<file path="src/rtl/gain_hop_pkg.sv">
package gain_hop_pkg;
  localparam int NUM_GAINS = 7;
  localparam int GAIN_W    = 3;
  localparam logic [GAIN_W-1:0] MAX_IDX = GAIN_W'(NUM_GAINS - 1);

  typedef logic [GAIN_W-1:0] gain_idx_t;

  typedef struct packed {
    logic up;
    logic dn;
  } step_req_t;

  function automatic gain_idx_t clamp_floor(input gain_idx_t raw);
    return (raw > MAX_IDX) ? MAX_IDX : raw;
  endfunction
endpackage

</file>
<file path="src/rtl/gh_sampler.sv">
module gh_sampler (
  input  logic clk,
  input  logic rst,
  input  logic tick,
  input  logic cmp_below,
  output logic pump_en,
  output logic skip
);
  always_ff @(posedge clk) begin
    if (rst) begin
      pump_en <= 1'b0;
      skip    <= 1'b0;
    end else if (tick) begin
      pump_en <= cmp_below;
      skip    <= ~cmp_below;
    end
  end
endmodule

</file>
<file path="src/rtl/gh_density_cnt.sv">
module gh_density_cnt
  import gain_hop_pkg::*;
#(
  parameter int HALF_SPAN = 16
) (
  input  logic      clk,
  input  logic      rst,
  input  logic      tick,
  input  logic      cmp_below,
  output step_req_t step
);
  localparam int CNT_W = $clog2(2 * HALF_SPAN + 1);
  localparam logic [CNT_W-1:0] MID      = CNT_W'(HALF_SPAN);
  localparam logic [CNT_W-1:0] NEAR_TOP = CNT_W'(2 * HALF_SPAN - 1);
  localparam logic [CNT_W-1:0] NEAR_BOT = CNT_W'(1);

  logic [CNT_W-1:0] cnt_q;
  step_req_t        step_c;

  always_comb begin
    step_c.up = tick &  cmp_below & (cnt_q == NEAR_TOP);
    step_c.dn = tick & ~cmp_below & (cnt_q == NEAR_BOT);
  end

  always_ff @(posedge clk) begin
    if (rst) begin
      cnt_q <= MID;
    end else if (step_c.up || step_c.dn) begin
      cnt_q <= MID;
    end else if (tick) begin
      cnt_q <= cmp_below ? cnt_q + CNT_W'(1) : cnt_q - CNT_W'(1);
    end
  end

  assign step = step_c;
endmodule

</file>
<file path="src/rtl/gh_gain_set.sv">
module gh_gain_set
  import gain_hop_pkg::*;
(
  input  logic      clk,
  input  logic      rst,
  input  step_req_t step,
  input  gain_idx_t min_gain_idx,
  output gain_idx_t gain_idx
);
  gain_idx_t floor_c;
  gain_idx_t gain_q;
  gain_idx_t gain_d;

  assign floor_c = clamp_floor(min_gain_idx);

  always_comb begin
    gain_d = gain_q;
    if (gain_q < floor_c) begin
      gain_d = floor_c;
    end else if (step.up && (gain_q < MAX_IDX)) begin
      gain_d = gain_q + GAIN_W'(1);
    end else if (step.dn && (gain_q > floor_c)) begin
      gain_d = gain_q - GAIN_W'(1);
    end
  end

  always_ff @(posedge clk) begin
    if (rst) gain_q <= floor_c;
    else     gain_q <= gain_d;
  end

  assign gain_idx = gain_q;
endmodule

</file>
<file path="src/rtl/gain_hop_ctrl.sv">
module gain_hop_ctrl
  import gain_hop_pkg::*;
#(
  parameter int HALF_SPAN = 16
) (
  input  logic        clk,
  input  logic        rst,
  input  logic        tick,
  input  logic        cmp_below,
  input  logic [2:0]  min_gain_idx,
  output logic        pump_en,
  output logic        skip,
  output logic [2:0]  gain_idx
);
  step_req_t step_w;

  gh_sampler u_sampler (
    .clk       (clk),
    .rst       (rst),
    .tick      (tick),
    .cmp_below (cmp_below),
    .pump_en   (pump_en),
    .skip      (skip)
  );

  gh_density_cnt #(.HALF_SPAN(HALF_SPAN)) u_cnt (
    .clk       (clk),
    .rst       (rst),
    .tick      (tick),
    .cmp_below (cmp_below),
    .step      (step_w)
  );

  gh_gain_set u_gain (
    .clk          (clk),
    .rst          (rst),
    .step         (step_w),
    .min_gain_idx (min_gain_idx),
    .gain_idx     (gain_idx)
  );
endmodule

</file>
<file path="config.mk">
export PLATFORM = sky130hd
export DESIGN_NAME = gain_hop_ctrl
export DESIGN_NICKNAME = d
export VERILOG_FILES = /design/src/rtl/gain_hop_pkg.sv /design/src/rtl/gh_sampler.sv /design/src/rtl/gh_density_cnt.sv /design/src/rtl/gh_gain_set.sv /design/src/rtl/gain_hop_ctrl.sv
export SDC_FILE = /design/constraint.sdc
export NUM_CORES = 1
export LEC_CHECK = 0
export BUFFER_PORTS_ARGS = -buffer_cell sky130_fd_sc_hd__buf_4
export CORE_MARGIN = 2
export CORE_UTILIZATION = 37
export DETAILED_ROUTE_END_ITERATION = 6
export PLACE_DENSITY_LB_ADDON = 0.2
export SLEW_MARGIN = 25
export SYNTH_ARGS = -nofsm -noshare
export SYNTH_HDL_FRONTEND = slang
export SYNTH_SLANG_ARGS = --single-unit
</file>
<file path="constraint.sdc">
create_clock -name clk -period 5.15 [get_ports clk]
set_input_delay 1.03 -clock clk [delete_from_list [all_inputs] [get_ports clk]]
set_output_delay 1.03 -clock clk [all_outputs]
set_load 0.005 [all_outputs]
</file>
==> summary.md <==
| Metric | Value |
|---|---|
| Seq/Total Area, Yosys | 0.321 |
| Vias | 618 |
| Area of the mapped netlist | 779 um2 |
| Synth area leaders | dfxtp_1 21%, edfxtp_1 12%, ha_1 9.6% |
| FP Rows | 16 |
| Port buffer count | 11 |
| FF-to-FF path depth | 8 |
| Pwr/cell area | 364 mW/mm2 |
| Clock Tree Root | clkbuf_4 |
| Share of layout cells above drive strength 1 | 0.228 |
| Wire per inst | 11.8 um |
| Initial antenna violation count | 0 |
| Final Slew Violations | 0 |
| Die Y | 49.9 um |
| Die width | 49.9 um |
| Largest net degree at the start of global routing | 12 |
| Outcome | finished clean |
| # nets final | 107 |
| Synth Instances | 80 |
| RSZ-0062 raised after global routing | no |
| Worst min path class | reg2reg |
| Remaining antenna violation count after routing | 0 |
| Drt pass-1 iters | 4 |
| Crit path cell chain | buf_4 -> and4b_1 -> and2_1 -> nand2_1 -> fa_1 -> inv_1 -> nand3_1 -> a31o_2 |
| Yosys reg bits | 11 |
| Worst Max-Slew Pin Slew | 0.307 ns |
| Crit-path max FO | 11 |
| Vias in the first global route | 574 |
| Max Freq | 0.419 GHz |
| Fillers | 191 |
| Avg Cell Area, Syn | 9.74 um2 |
| Drt drc | 0 |
| Setup-violating endpoint count in the final report | 0 |
| Max clock buf depth | 2 |
| Fin. Hold Viols | 0 |
| H-tree depth | 1 |
| Peak supply drop | 0.129 mV |
| Routed WL | 1410 um |
| Worst Skew | 0.00624 ns |
| Fin crit period | 2.39 ns |
| Slowest Stage Delay on Critical Path | 0.36 ns |
| Pre-CTS setup slack | 2.50 ns |
| Levels on crit path | 8 |
| Clock transition at the registers of the reported paths | 0.07 ns |
| TritonCTS Sinks | 11 |
| Antenna cells | 0 |
| Post-CTS Setup Inserts | 0 |
| Critical path capture point type | flop |
| Max-Cap Viols | 0 |
| Starting Density | 0.393 |
| Hold path depth | 2 |
| Initial drt markers | 15 |
| Clock buffer count from CTS | 3 |
| Clk_lat worst skew | 0.27 ns |
| Area grow syn2layout | 15.1% |
| Async SR Flop Fraction | 0 |
| Setup TNS | 0 ns |
| Final Util | 0.453 |
| GPL Wtd Cong | 0.723 |
| HPWL Detailed | 1090 um |
| Boundary Pins | 12 |
| Synth unique cells | 36 |
| Static Leak | 0.417 nW |
| Crit path DAT | 2.41 ns |
| Cell taking the most area after synthesis | dfxtp_1 |
| Final critical-path share of the clock period | 0.464 |
| Setup ws final | 2.76 ns |
| Post-CTS Resized | 0 |
| Hold Buf Count CTS | 0 |
| Placeable Area | 0.00198 mm2 |
| Syn nets | 94 |
| Slew HR | 0.793 |
| Vias per cell | 5.19 |
| YS warnings | 0 |
| Crit path kind | in2reg |
| Full die area | 0.00249 mm2 |
| Tot GR Track Use | 0.132 |
| CP top delay family | simple AND/OR/NAND/NOR gates |
| Share of the synthesized area in the top cell type | 0.205 |
| Top_reg_cell synth | dfxtp_1 |
| Worst setup SP type | primary input |
| Total congestion overflow | 0 |
| Global-route wire length before repair | 2500 um |
| Req. time, crit path | 5.17 ns |
| WP buf/inv | 2 |
| Max stage delay cell, worst path | fa_1 |
| EDFF count, synth | 3 |
| CTS tree | yes |
-- state kept, by name (all words and copies together) (netlist names) --
name and cells:
u_sampler.skip 1, u_sampler.pump_en 1, u_cnt.cnt_q 6, u_gain.gain_idx 3
-- worst register-to-register path: stages, from the launching register on --
cell     delay [ns]
dfxtp_1        0.44
ha_1           0.19
and3_1         0.22
and2_1         0.17
nand2_1        0.09
fa_1           0.36
inv_1          0.08
nand3_1        0.06
a31o_2         0.23
-- synth_stat cells, drive strengths merged, types with 2 or more instances --
cell and count:
xnor2 3, nor2 6, mux2 3, nand2b 2, ha 6, dfxtp 8, mux2i 2, and3 2
a21o 3, nand3 3, inv 8, xor2 3, buf 2, nand2 5, edfxtp 3
-- final cells by class --
type / instances / area, um2 / share of cell area
clock buffer: 3 / 22.5 / 0.0251
clock inverter: 1 / 5.00 / 0.00558
inverter: 8 / 30.0 / 0.0335
multi-input combinational: 58 / 473 / 0.527
sequential: 11 / 250 / 0.279
tap: 27 / 33.8 / 0.0377
timing repair buffer: 11 / 82.6 / 0.0921
-- power by group --
group | switching (W) | leakage [nW] | total [W] | internal (W)
combinational | 0.0000553 | 0.302 | 0.000126 | 0.0000702
sequential | 0.0000270 | 0.0969 | 0.000141 | 0.000114
clock | 0.0000318 | 0.0177 | 0.0000605 | 0.0000287
total | 0.000114 | 0.417 | 0.000327 | 0.000213
-- final timing paths --
check / start / to / slack [ns]
min reg2reg: u_sampler.pump_en / u_sampler.pump_en / 0.47
min: u_sampler.pump_en / u_sampler.pump_en / 0.47
max reg2reg: u_cnt.cnt_q[0] / u_gain.gain_idx[2] / 3.06
max: tick / u_gain.gain_idx[2] / 2.76
-- logic make-up (layout without fill, tap and decap cells) --
kind of cell / Yosys count / count (layout) / share of synthesized area
AO/OA/AOI/OAI: 11 / 11 / 0.108
multiplexers: 5 / 5 / 0.0690
XOR/XNOR: 6 / 6 / 0.0674
flip-flops: 11 / 11 / 0.321
adder cells (fa/ha/maj): 7 / 7 / 0.122
AND/OR/NAND/NOR: 29 / 29 / 0.241
buffers and inverters: 11 / 23 / 0.0722
-- cells in the final DEF (no fill, tap or decap), drive strengths merged, types with 3 or more instances in the layout --
cell type	instances
dfxtp	8
edfxtp	3
nand2	5
nor2	6
inv	8
a21o	3
xor2	3
nand3	3
xnor2	3
mux2	3
clkbuf	3
ha	6
buf	11
-- metal layers --
metal	GRT usage	wire length, um	vias up
li1	-	-	308
met1	0.174	698	299
met2	0.200	641	9
met3	0.0455	53	2
met4	0.0417	12	0
met5	0	0	-
-- through the flow --
step,hold slack (ns),total power (W),instance area (um2),std cells
4_1_cts,0.474,0.000331,897,119
2_1_floorplan,0.461,0.000225,779,80
3_5_place_dp,0.463,0.000269,870,115
3_3_place_gp,0.456,0.000266,870,115
6_report,0.470,0.000327,897,119
5_1_grt,0.493,0.000359,897,119
Note: power is estimated with default switching activity, not from simulation.
